### src/rtl/cordic_pkg.sv
package cordic_pkg;

    typedef enum logic [1:0] {
        ST_IDLE = 2'd0,
        ST_ITER = 2'd1,
        ST_GAIN = 2'd2,
        ST_DONE = 2'd3
    } cordic_state_t;

    // Gain compensation 1/1.64676 ~= 2^-1 + 2^-3 - 2^-6 - 2^-9 - 2^-13
    localparam int GAIN_TERMS = 5;
    localparam int GAIN_SHIFT [GAIN_TERMS] = '{1, 3, 6, 9, 13};
    localparam bit GAIN_NEG   [GAIN_TERMS] = '{1'b0, 1'b0, 1'b1, 1'b1, 1'b1};

    // atan(2^-i)/pi scaled by 2^31; truncated to the data width by the caller
    function automatic logic [31:0] step_angle32(input int unsigned i);
        logic [31:0] r;
        case (i)
            0:  r = 32'd536870912;
            1:  r = 32'd316933406;
            2:  r = 32'd167458907;
            3:  r = 32'd85004756;
            4:  r = 32'd42667331;
            5:  r = 32'd21354465;
            6:  r = 32'd10679838;
            7:  r = 32'd5340197;
            8:  r = 32'd2670176;
            9:  r = 32'd1335090;
            10: r = 32'd667544;
            11: r = 32'd333772;
            12: r = 32'd166886;
            13: r = 32'd83443;
            14: r = 32'd41722;
            15: r = 32'd20861;
            default: r = 32'd20861 >> (i - 15);
        endcase
        return r;
    endfunction

endpackage

### src/rtl/cordic_addsub.sv
module cordic_addsub #(
    parameter int WD = 18
) (
    input  logic signed [WD-1:0] a,
    input  logic signed [WD-1:0] b,
    input  logic                 sub,
    output logic signed [WD-1:0] s
);
    logic [WD-1:0] b_x;
    logic [WD:0]   sum;

    always_comb begin
        b_x = b ^ {WD{sub}};
        sum = {1'b0, a} + {1'b0, b_x} + {{WD{1'b0}}, sub};
        s   = sum[WD-1:0];
    end
endmodule

### src/rtl/cordic_stage.sv
module cordic_stage #(
    parameter int W  = 16,
    parameter int XW = 18,
    parameter int IW = 4
) (
    input  logic                 mode,
    input  logic [IW-1:0]        idx,
    input  logic signed [XW-1:0] x_i,
    input  logic signed [XW-1:0] y_i,
    input  logic signed [W-1:0]  z_i,
    output logic signed [XW-1:0] x_n,
    output logic signed [XW-1:0] y_n,
    output logic signed [W-1:0]  z_n
);
    import cordic_pkg::*;

    localparam int ASH = 32 - W;

    logic                 d_pos;
    logic signed [XW-1:0] y_sh;
    logic signed [XW-1:0] x_sh;
    logic [31:0]          ang_full;
    logic signed [W-1:0]  ang;

    always_comb begin
        // rotate: d = sgn(z); vectoring: d = -sgn(y)
        if (mode) d_pos = y_i[XW-1];
        else      d_pos = ~z_i[W-1];
        y_sh     = y_i >>> idx;
        x_sh     = x_i >>> idx;
        ang_full = step_angle32(32'(idx)) >> ASH;
        ang      = ang_full[W-1:0];
    end

    cordic_addsub #(.WD(XW)) u_x (.a(x_i), .b(y_sh), .sub(d_pos),  .s(x_n));
    cordic_addsub #(.WD(XW)) u_y (.a(y_i), .b(x_sh), .sub(~d_pos), .s(y_n));
    cordic_addsub #(.WD(W))  u_z (.a(z_i), .b(ang),  .sub(d_pos),  .s(z_n));
endmodule

### src/rtl/cordic_gain.sv
module cordic_gain #(
    parameter int XW = 18,
    parameter int OW = 17
) (
    input  logic signed [XW-1:0] v,
    output logic signed [OW-1:0] r
);
    import cordic_pkg::*;

    logic signed [XW-1:0] acc [GAIN_TERMS+1];

    assign acc[0] = '0;

    for (genvar k = 0; k < GAIN_TERMS; k++) begin : g_term
        logic signed [XW-1:0] part;
        assign part = v >>> GAIN_SHIFT[k];
        cordic_addsub #(.WD(XW)) u_add (
            .a  (acc[k]),
            .b  (part),
            .sub(GAIN_NEG[k]),
            .s  (acc[k+1])
        );
    end

    assign r = acc[GAIN_TERMS][OW-1:0];
endmodule

### src/rtl/cordic_ctrl.sv
module cordic_ctrl #(
    parameter int ITER = 14,
    parameter int IW   = 4
) (
    input  logic          clk,
    input  logic          rst_n,
    input  logic          init,
    output logic          load,
    output logic          step_en,
    output logic          gain_en,
    output logic          done,
    output logic [IW-1:0] idx
);
    import cordic_pkg::*;

    localparam logic [IW-1:0] LAST = IW'(ITER - 1);

    cordic_state_t state, next;

    always_ff @(posedge clk or negedge rst_n) begin
        if (!rst_n) begin
            state <= ST_IDLE;
            idx   <= '0;
        end else begin
            state <= next;
            if (init || next != ST_ITER) idx <= '0;
            else if (state == ST_ITER)   idx <= idx + 1'b1;
        end
    end

    always_comb begin
        next = state;
        if (init) begin
            next = ST_ITER;
        end else begin
            unique case (state)
                ST_IDLE: next = ST_IDLE;
                ST_ITER: next = (idx == LAST) ? ST_GAIN : ST_ITER;
                ST_GAIN: next = ST_DONE;
                ST_DONE: next = ST_IDLE;
                default: next = ST_IDLE;
            endcase
        end
    end

    always_comb begin
        load    = init;
        step_en = 1'b0;
        gain_en = 1'b0;
        done    = 1'b0;
        unique case (state)
            ST_IDLE: ;
            ST_ITER: step_en = ~init;
            ST_GAIN: gain_en = ~init;
            ST_DONE: done    = 1'b1;
            default: ;
        endcase
    end
endmodule

### src/rtl/cordic_rotator.sv
module cordic_rotator #(
    parameter int W    = 16,
    parameter int ITER = 14
) (
    input  logic                clk,
    input  logic                rst_n,
    input  logic                init,
    input  logic                mode,
    input  logic signed [W-1:0] x_in,
    input  logic signed [W-1:0] y_in,
    input  logic signed [W-1:0] z_in,
    output logic signed [W:0]   x_out,
    output logic signed [W:0]   y_out,
    output logic signed [W-1:0] z_out,
    output logic                done
);
    localparam int XW = W + 2;
    localparam int OW = W + 1;
    localparam int IW = (ITER > 1) ? $clog2(ITER) : 1;

    logic                 load, step_en, gain_en;
    logic [IW-1:0]        step_idx;
    logic                 mode_r;
    logic signed [XW-1:0] x_r, y_r, x_n, y_n;
    logic signed [W-1:0]  z_r, z_n;
    logic signed [OW-1:0] x_c, y_c;

    cordic_ctrl #(.ITER(ITER), .IW(IW)) u_ctrl (
        .clk(clk), .rst_n(rst_n), .init(init),
        .load(load), .step_en(step_en), .gain_en(gain_en),
        .done(done), .idx(step_idx)
    );

    cordic_stage #(.W(W), .XW(XW), .IW(IW)) u_stage (
        .mode(mode_r), .idx(step_idx),
        .x_i(x_r), .y_i(y_r), .z_i(z_r),
        .x_n(x_n), .y_n(y_n), .z_n(z_n)
    );

    cordic_gain #(.XW(XW), .OW(OW)) u_gain_x (.v(x_r), .r(x_c));
    cordic_gain #(.XW(XW), .OW(OW)) u_gain_y (.v(y_r), .r(y_c));

    // feedback registers
    always_ff @(posedge clk or negedge rst_n) begin
        if (!rst_n) begin
            x_r    <= '0;
            y_r    <= '0;
            z_r    <= '0;
            mode_r <= 1'b0;
        end else if (load) begin
            x_r    <= {{(XW-W){x_in[W-1]}}, x_in};
            y_r    <= {{(XW-W){y_in[W-1]}}, y_in};
            z_r    <= z_in;
            mode_r <= mode;
        end else if (step_en) begin
            x_r <= x_n;
            y_r <= y_n;
            z_r <= z_n;
        end
    end

    // result registers
    always_ff @(posedge clk or negedge rst_n) begin
        if (!rst_n) begin
            x_out <= '0;
            y_out <= '0;
            z_out <= '0;
        end else if (gain_en) begin
            x_out <= x_c;
            y_out <= y_c;
            z_out <= z_r;
        end
    end
endmodule

### config.mk
export PLATFORM = sky130hd
export DESIGN_NAME = cordic_rotator
export DESIGN_NICKNAME = d
export VERILOG_FILES = /design/src/rtl/cordic_pkg.sv /design/src/rtl/cordic_addsub.sv /design/src/rtl/cordic_stage.sv /design/src/rtl/cordic_gain.sv /design/src/rtl/cordic_ctrl.sv /design/src/rtl/cordic_rotator.sv
export SDC_FILE = /design/constraint.sdc
export NUM_CORES = 1
export LEC_CHECK = 0
export BUFFER_PORTS_ARGS = -buffer_cell sky130_fd_sc_hd__buf_2
export CAP_MARGIN = 20
export CORE_UTILIZATION = 55
export DETAILED_ROUTE_END_ITERATION = 16
export PLACE_DENSITY = 0.73
export SYNTH_ARGS = -nofsm -noshare
export SYNTH_HDL_FRONTEND = slang
export SYNTH_HIERARCHICAL = 1
export SYNTH_SLANG_ARGS = --single-unit
### constraint.sdc
create_clock -name clk -period 9.8 [get_ports clk]
set_input_delay 0.49 -clock clk [delete_from_list [all_inputs] [get_ports clk]]
set_output_delay 0.49 -clock clk [all_outputs]
set_load 0.02 [all_outputs]
==> qor.yml, run 1 <==
run_status:
  outcome: "completed"
detailed_routing:
  dr.pass1.iters: 6
  vias_per_cell: 6.08
  routed_wl_mm: 49.7
  initialDrtViolationCount: 1087
  drc: 0
  vias: 17100
  ant_nets: 0
  wire_per_inst_um: 17.6
logic_synthesis:
  syn_inst: 2294
  yosysWarningCount: 6
  syn_avg_cell_area_um2: 8.43
  synth_area_mm2: 0.0193
sta:
  worstMarginPinSlew_ps: 891
  setup_violations: 0
  max_clock_freq_ghz: 0.143
  finalHoldViolCount: 0
  rsz0062_at_grt: "no"
  clock_skew_ps: 13.9
  relSlewSlack_pct: 40.5
  period_minus_slack_ps: 6970
  setup_tns_ps: 0
  finalCritPeriodShare_pct: 71.1
  maxSlewViolCount: 0
floorplan:
  chipHeight_um: 190
  rows: 68
  die_x_um: 190
  dieArea_mm2: 0.0359
  start_util_pct: 56.0
  core_mm2: 0.0345
  io_pins: 103
worst_setup_path:
  timing_worst_setup_path_type: "reg -> reg"
  startpoint_type: "flop"
  rr_worst_depth: 27
  ff2ff_setup_slack_ps: 2830
  r2r_start: "y_r[2]"
  path_max_fanout: 7
  cp-end-kind: "flop"
  cp.required_ps: 10070
  crit_arrival_ps: 7250
  r2r-end: "y_out[15]"
cts:
  clk-insertion-delay-late_ps: 390
  cts_inserted_buffers: 9
  max-clock-path-buffers: 2
  cts_max_level: 3
  clockRootBuffer: "clkbuf_16"
  clkSinkCount: 109
  cts_tree: "built"
  cts.clk_slew.worst_paths_ps: 80
  cts_hold_buf: 0
  postCtsSetupBuffers: 0
  cts_resized: 0
placed_design:
  hpwl_mm: 38.2
  gp_congestion: 0.918
  port_buffers: 102
final_layout:
  fillCellCount: 3212
  area_growth_pct: 5.14
  layout-drive-gt1-share_pct: 13.7
  nets: 2640
global_route:
  gr-usage-all-layers_pct: 27.6
  grt_pass1_vias: 16600
  grt_max_degree: 82
  grt_first_pass_wirelength_mm: 81.9
  overflow: 0
  grt_antenna_before_repair: 0
job:
  maxCapViolCount: 0
min_path:
  hp-class: "in -> async"
state kept, by name, summed over array words and instances, names as in the netlist:
signal / count
mode_r: 1
u_ctrl/idx: 4
u_ctrl/state: 2
x_out: 17
x_r: 18
y_out: 17
y_r: 18
z_out: 16
z_r: 16
cells in the final DEF, fill, tap and decap left out, drive strengths merged, types with 29 or more instances in the layout:
cell,n
nand3,44
inv,47
o21ai,157
nor2,124
xnor2,95
ha,216
a21o,49
buf,117
xor2,302
a21oi,200
and2,29
conb,50
nand2,231
mux2,103
mux2i,91
o211ai,33
dfrtp,109
critical path, stage by stage, from the launching register on:
cell and delay, ps:
dfrtp_1 430, xor2_1 190, fa_1 530, fa_1 470, a21oi_1 220, o21ai_1 130, a311o_1 420, a21boi_2 200
xnor2_1 90, ha_1 380, and3_1 170, a221oi_1 260, a21bo_2 290, a21oi_1 240, xnor2_1 120, ha_1 410
nand2_1 100, nor3_1 250, nand3_1 100, o21ai_0 250, xor2_1 210, ha_1 320, a21oi_1 140, o21ai_1 140
or3_1 340, o211ai_1 110, a311oi_2 60, mux2_2 280
per-layer routing:
layer,track usage (%),up-vias,share of wire (%)
met1,34.8,8190,45
met4,10.3,0,2.8
met5,0,-,0
met3,2.55,106,3.6
li1,-,8402,-
met2,48.6,450,49
how the worst max path moves through the flow:
stage,start,end,slack [ps],depth (start not counted)
final,y_r[2],y_out[15],2830,27
after global routing,y_r[2],y_out[15],2400,27
after CTS,y_r[2],y_out[15],2890,27
after detailed placement,y_r[2],y_out[15],2900,27
after global placement,y_r[2],y_out[15],3080,27
after floorplan,y_r[2],y_out[16],3420,29
through the flow:
step / util, % / area [um2] / worst slack, ps / cells / hold WS, ps
floorplan: - / 19500 / 3420 / 2339 / 194
global placement: 58.0 / 20000 / 3080 / 2803 / 468
detailed placement: 58.0 / 20000 / 2900 / 2803 / 474
CTS: 58.9 / 20300 / 2890 / 2819 / 176
global route: 58.9 / 20300 / 2400 / 2819 / 223
finish: 58.9 / 20300 / 2830 / 2820 / 153
final cells by class:
class | count | area, um2 | share of cell area [%]
diodes | 1 | 2.50 | 0.0123
clock buffers | 10 | 229 | 1.13
clock inverters | 6 | 58.8 | 0.289
inverters | 45 | 169 | 0.830
multi-input cells | 2077 | 16000 | 78.4
flip-flops and latches | 109 | 2730 | 13.4
well taps | 455 | 569 | 2.80
repair buffers | 117 | 628 | 3.09
Power of run 1 is not shown: default switching activity piles up to over one toggle a cycle in this logic, so the estimate is an artifact.
==> run 2: changes to the inputs <==
--- a/config.mk
+++ b/config.mk
@@ -5,6 +5,7 @@
 export SDC_FILE = /design/constraint.sdc
 export NUM_CORES = 1
 export LEC_CHECK = 0
+export ABC_AREA = 1
 export BUFFER_PORTS_ARGS = -buffer_cell sky130_fd_sc_hd__buf_2
 export CAP_MARGIN = 20
 export CORE_UTILIZATION = 55
==> constraint.sdc (replaced) <==
create_clock -name clk -period 7.25 [get_ports clk]
set_input_delay 0.3625 -clock clk [delete_from_list [all_inputs] [get_ports clk]]
set_output_delay 0.3625 -clock clk [all_outputs]
set_load 0.02 [all_outputs]
==> qor.yml, run 2 <==
detailed_routing:
  vias_per_cell: 5.18  # -15%
  ant_nets: 0  # unchanged
  routed_wl_mm: 56.8  # +14%
  dr.pass1.iters: 6  # unchanged
  vias: 21800  # +27%
  initialDrtViolationCount: 1511  # +39%
  wire_per_inst_um: 13.5  # -24%
  drc: 0  # unchanged
floorplan:
  start_util_pct: 56.4  # +0.43 points
  dieArea_mm2: 0.0398  # +11%
  core_mm2: 0.0380  # +10%
  io_pins: 103  # unchanged
  rows: 71  # +4.4%
  chipHeight_um: 200  # +5.3%
  die_x_um: 200  # +5.3%
cts:
  clockRootBuffer: "clkbuf_16"
  cts.clk_slew.worst_paths_ps: 90  # about the same
  cts_inserted_buffers: 9  # unchanged
  cts_resized: 0  # unchanged
  cts_hold_buf: 1  # +1
  max-clock-path-buffers: 2  # unchanged
  cts_max_level: 3  # unchanged
  clkSinkCount: 109  # unchanged
  clk-insertion-delay-late_ps: 380  # about the same
  cts_tree: "built"
  postCtsSetupBuffers: 0  # unchanged
min_path:
  hp-class: "in -> reg"
final_layout:
  layout_commonest_cell: "nand2_1"
  layout_common_cells: "nand2_1 (1304), inv_1 (407), nand3_1 (381), xor2_1 (313), nor2_1 (248)"
  nets: 3979  # +51%
  top_regs: "x_r (18), y_r (18)"
  layout-drive-gt1-share_pct: 9.34  # -4.4 points
  area_growth_pct: 5.67
  diodes: 0  # -1
  finalNonFillerCells: 4214  # +49%
job:
  maxCapViolCount: 0  # unchanged
sta:
  worstMarginPinSlew_ps: 885  # -6.30 ps
  period_minus_slack_ps: 6390  # -582 ps
  setup_violations: 0  # unchanged
  maxSlewViolCount: 0  # unchanged
  max_clock_freq_ghz: 0.156  # +9.1%
  setup_slack_ps: 859  # -1970 ps
  setup_tns_ps: 0  # unchanged
  rsz0062_at_grt: "no"
  clock_skew_ps: 11.6  # -2.30 ps
  finalHoldViolCount: 0  # unchanged
  relSlewSlack_pct: 41.0  # +0.49 points
  hold_ws_ps: 194  # +40.8 ps
  finalCritPeriodShare_pct: 88.1  # +17 points
worst_setup_path:
  slowest_delay_ps: 560  # +30 ps
  critPathSlowestCell: "dfrtp_1"
  cp_top_family: "simple AND/OR/NAND/NOR gates"
  startpoint_type: "flop"
  cp-end-kind: "flop"
  timing_worst_setup_path_type: "reg -> reg"
  crit_top_cell: "nand2_1"
  cp.required_ps: 7470  # -2600 ps
  path_max_fanout: 7  # unchanged
  crit_buf_inv: 4  # +4
  crit_arrival_ps: 6610  # -640 ps
logic_synthesis:
  yosysWarningCount: 6  # unchanged
  syn_inst: 3604  # +57%
  syn_avg_cell_area_um2: 5.95  # -29%
  synth_area_mm2: 0.0215  # +11%
global_route:
  grt_pass1_vias: 19600  # +18%
  grt_first_pass_wirelength_mm: 95.1  # +16%
  gr-usage-all-layers_pct: 29.0  # +1.4 points
  grt_max_degree: 101  # +23%
  overflow: 0  # unchanged
  grt_antenna_before_repair: 0  # unchanged
run_status:
  outcome: "completed"
placed_design:
  dp_slack_ps: 932  # -1970 ps
  hpwl_mm: 45.2  # +18%
  dpl.cell_count: 4197  # +50%
  gp_congestion: 0.925  # +0.80%
  port_buffers: 102  # unchanged
run 2: changes by cell type in the layout (fill, tap and decap cells not counted), moves of 91 or more:
cell     previous run  this run
mux2i_1            91         0
nor2_1            123       248
xnor2_1            95         4
inv_1              45       407
nand2_1           225      1304
nand3_1            44       381
run 2: cell type report:
type                       instances  area [um2]
timing repair buffer             121         658
sequential                       109        2730
fill                            3992       15300
inverter                         446        1680
multi-input combinational       3011       16700
clock buffer                      10         229
tap                              511         639
clock inverter                     6        63.8
run 2: worst register-to-register path: cells and delay by family, from the launching register on:
family	cells	cell delay (ps)
xor gates and xnor gates	2	320
buffers and inverters	4	280
and+or+nand+nor	22	2010
DFF	1	560
adders and majority gates	5	1870
AOI/OAI and AO/OA	7	1210
run 2: metal layers:
metal / wire length, um / up-vias / share of wire (%) / global-route usage [%]
met3: 3080 / 56 / 5.4 / 3.38
met5: 0 / - / 0 / 0
met1: 28300 / 9721 / 50 / 41.8
met4: 957 / 0 / 1.7 / 6.02
li1: - / 11500 / - / -
met2: 24400 / 563 / 43 / 46.1
run 2: worst paths after layout:
path / startpoint / to / slack (ps) / cells past startpoint
worst max-delay path: x_r[1] / x_out[16] / 860 / 40
worst min-delay path: mode / mode_r / 190 / 3
worst max register to register: x_r[1] / x_out[16] / 860 / 40
worst min register to register: x_out[16] / x_out[16] / 520 / 2
max in group asynchronous: rst_n / y_r[17] / 5740 / 3
min in group asynchronous: rst_n / y_r[15] / 480 / 2
run 2: through the flow:
step / utilization [%] / instance area (um2)
2_1_floorplan: - / 21600
3_3_place_gp: 58.8 / 22400
3_5_place_dp: 58.8 / 22400
4_1_cts: 59.6 / 22700
5_1_grt: 59.6 / 22700
6_report: 59.6 / 22700
Power of run 2 is left out for the same reason.
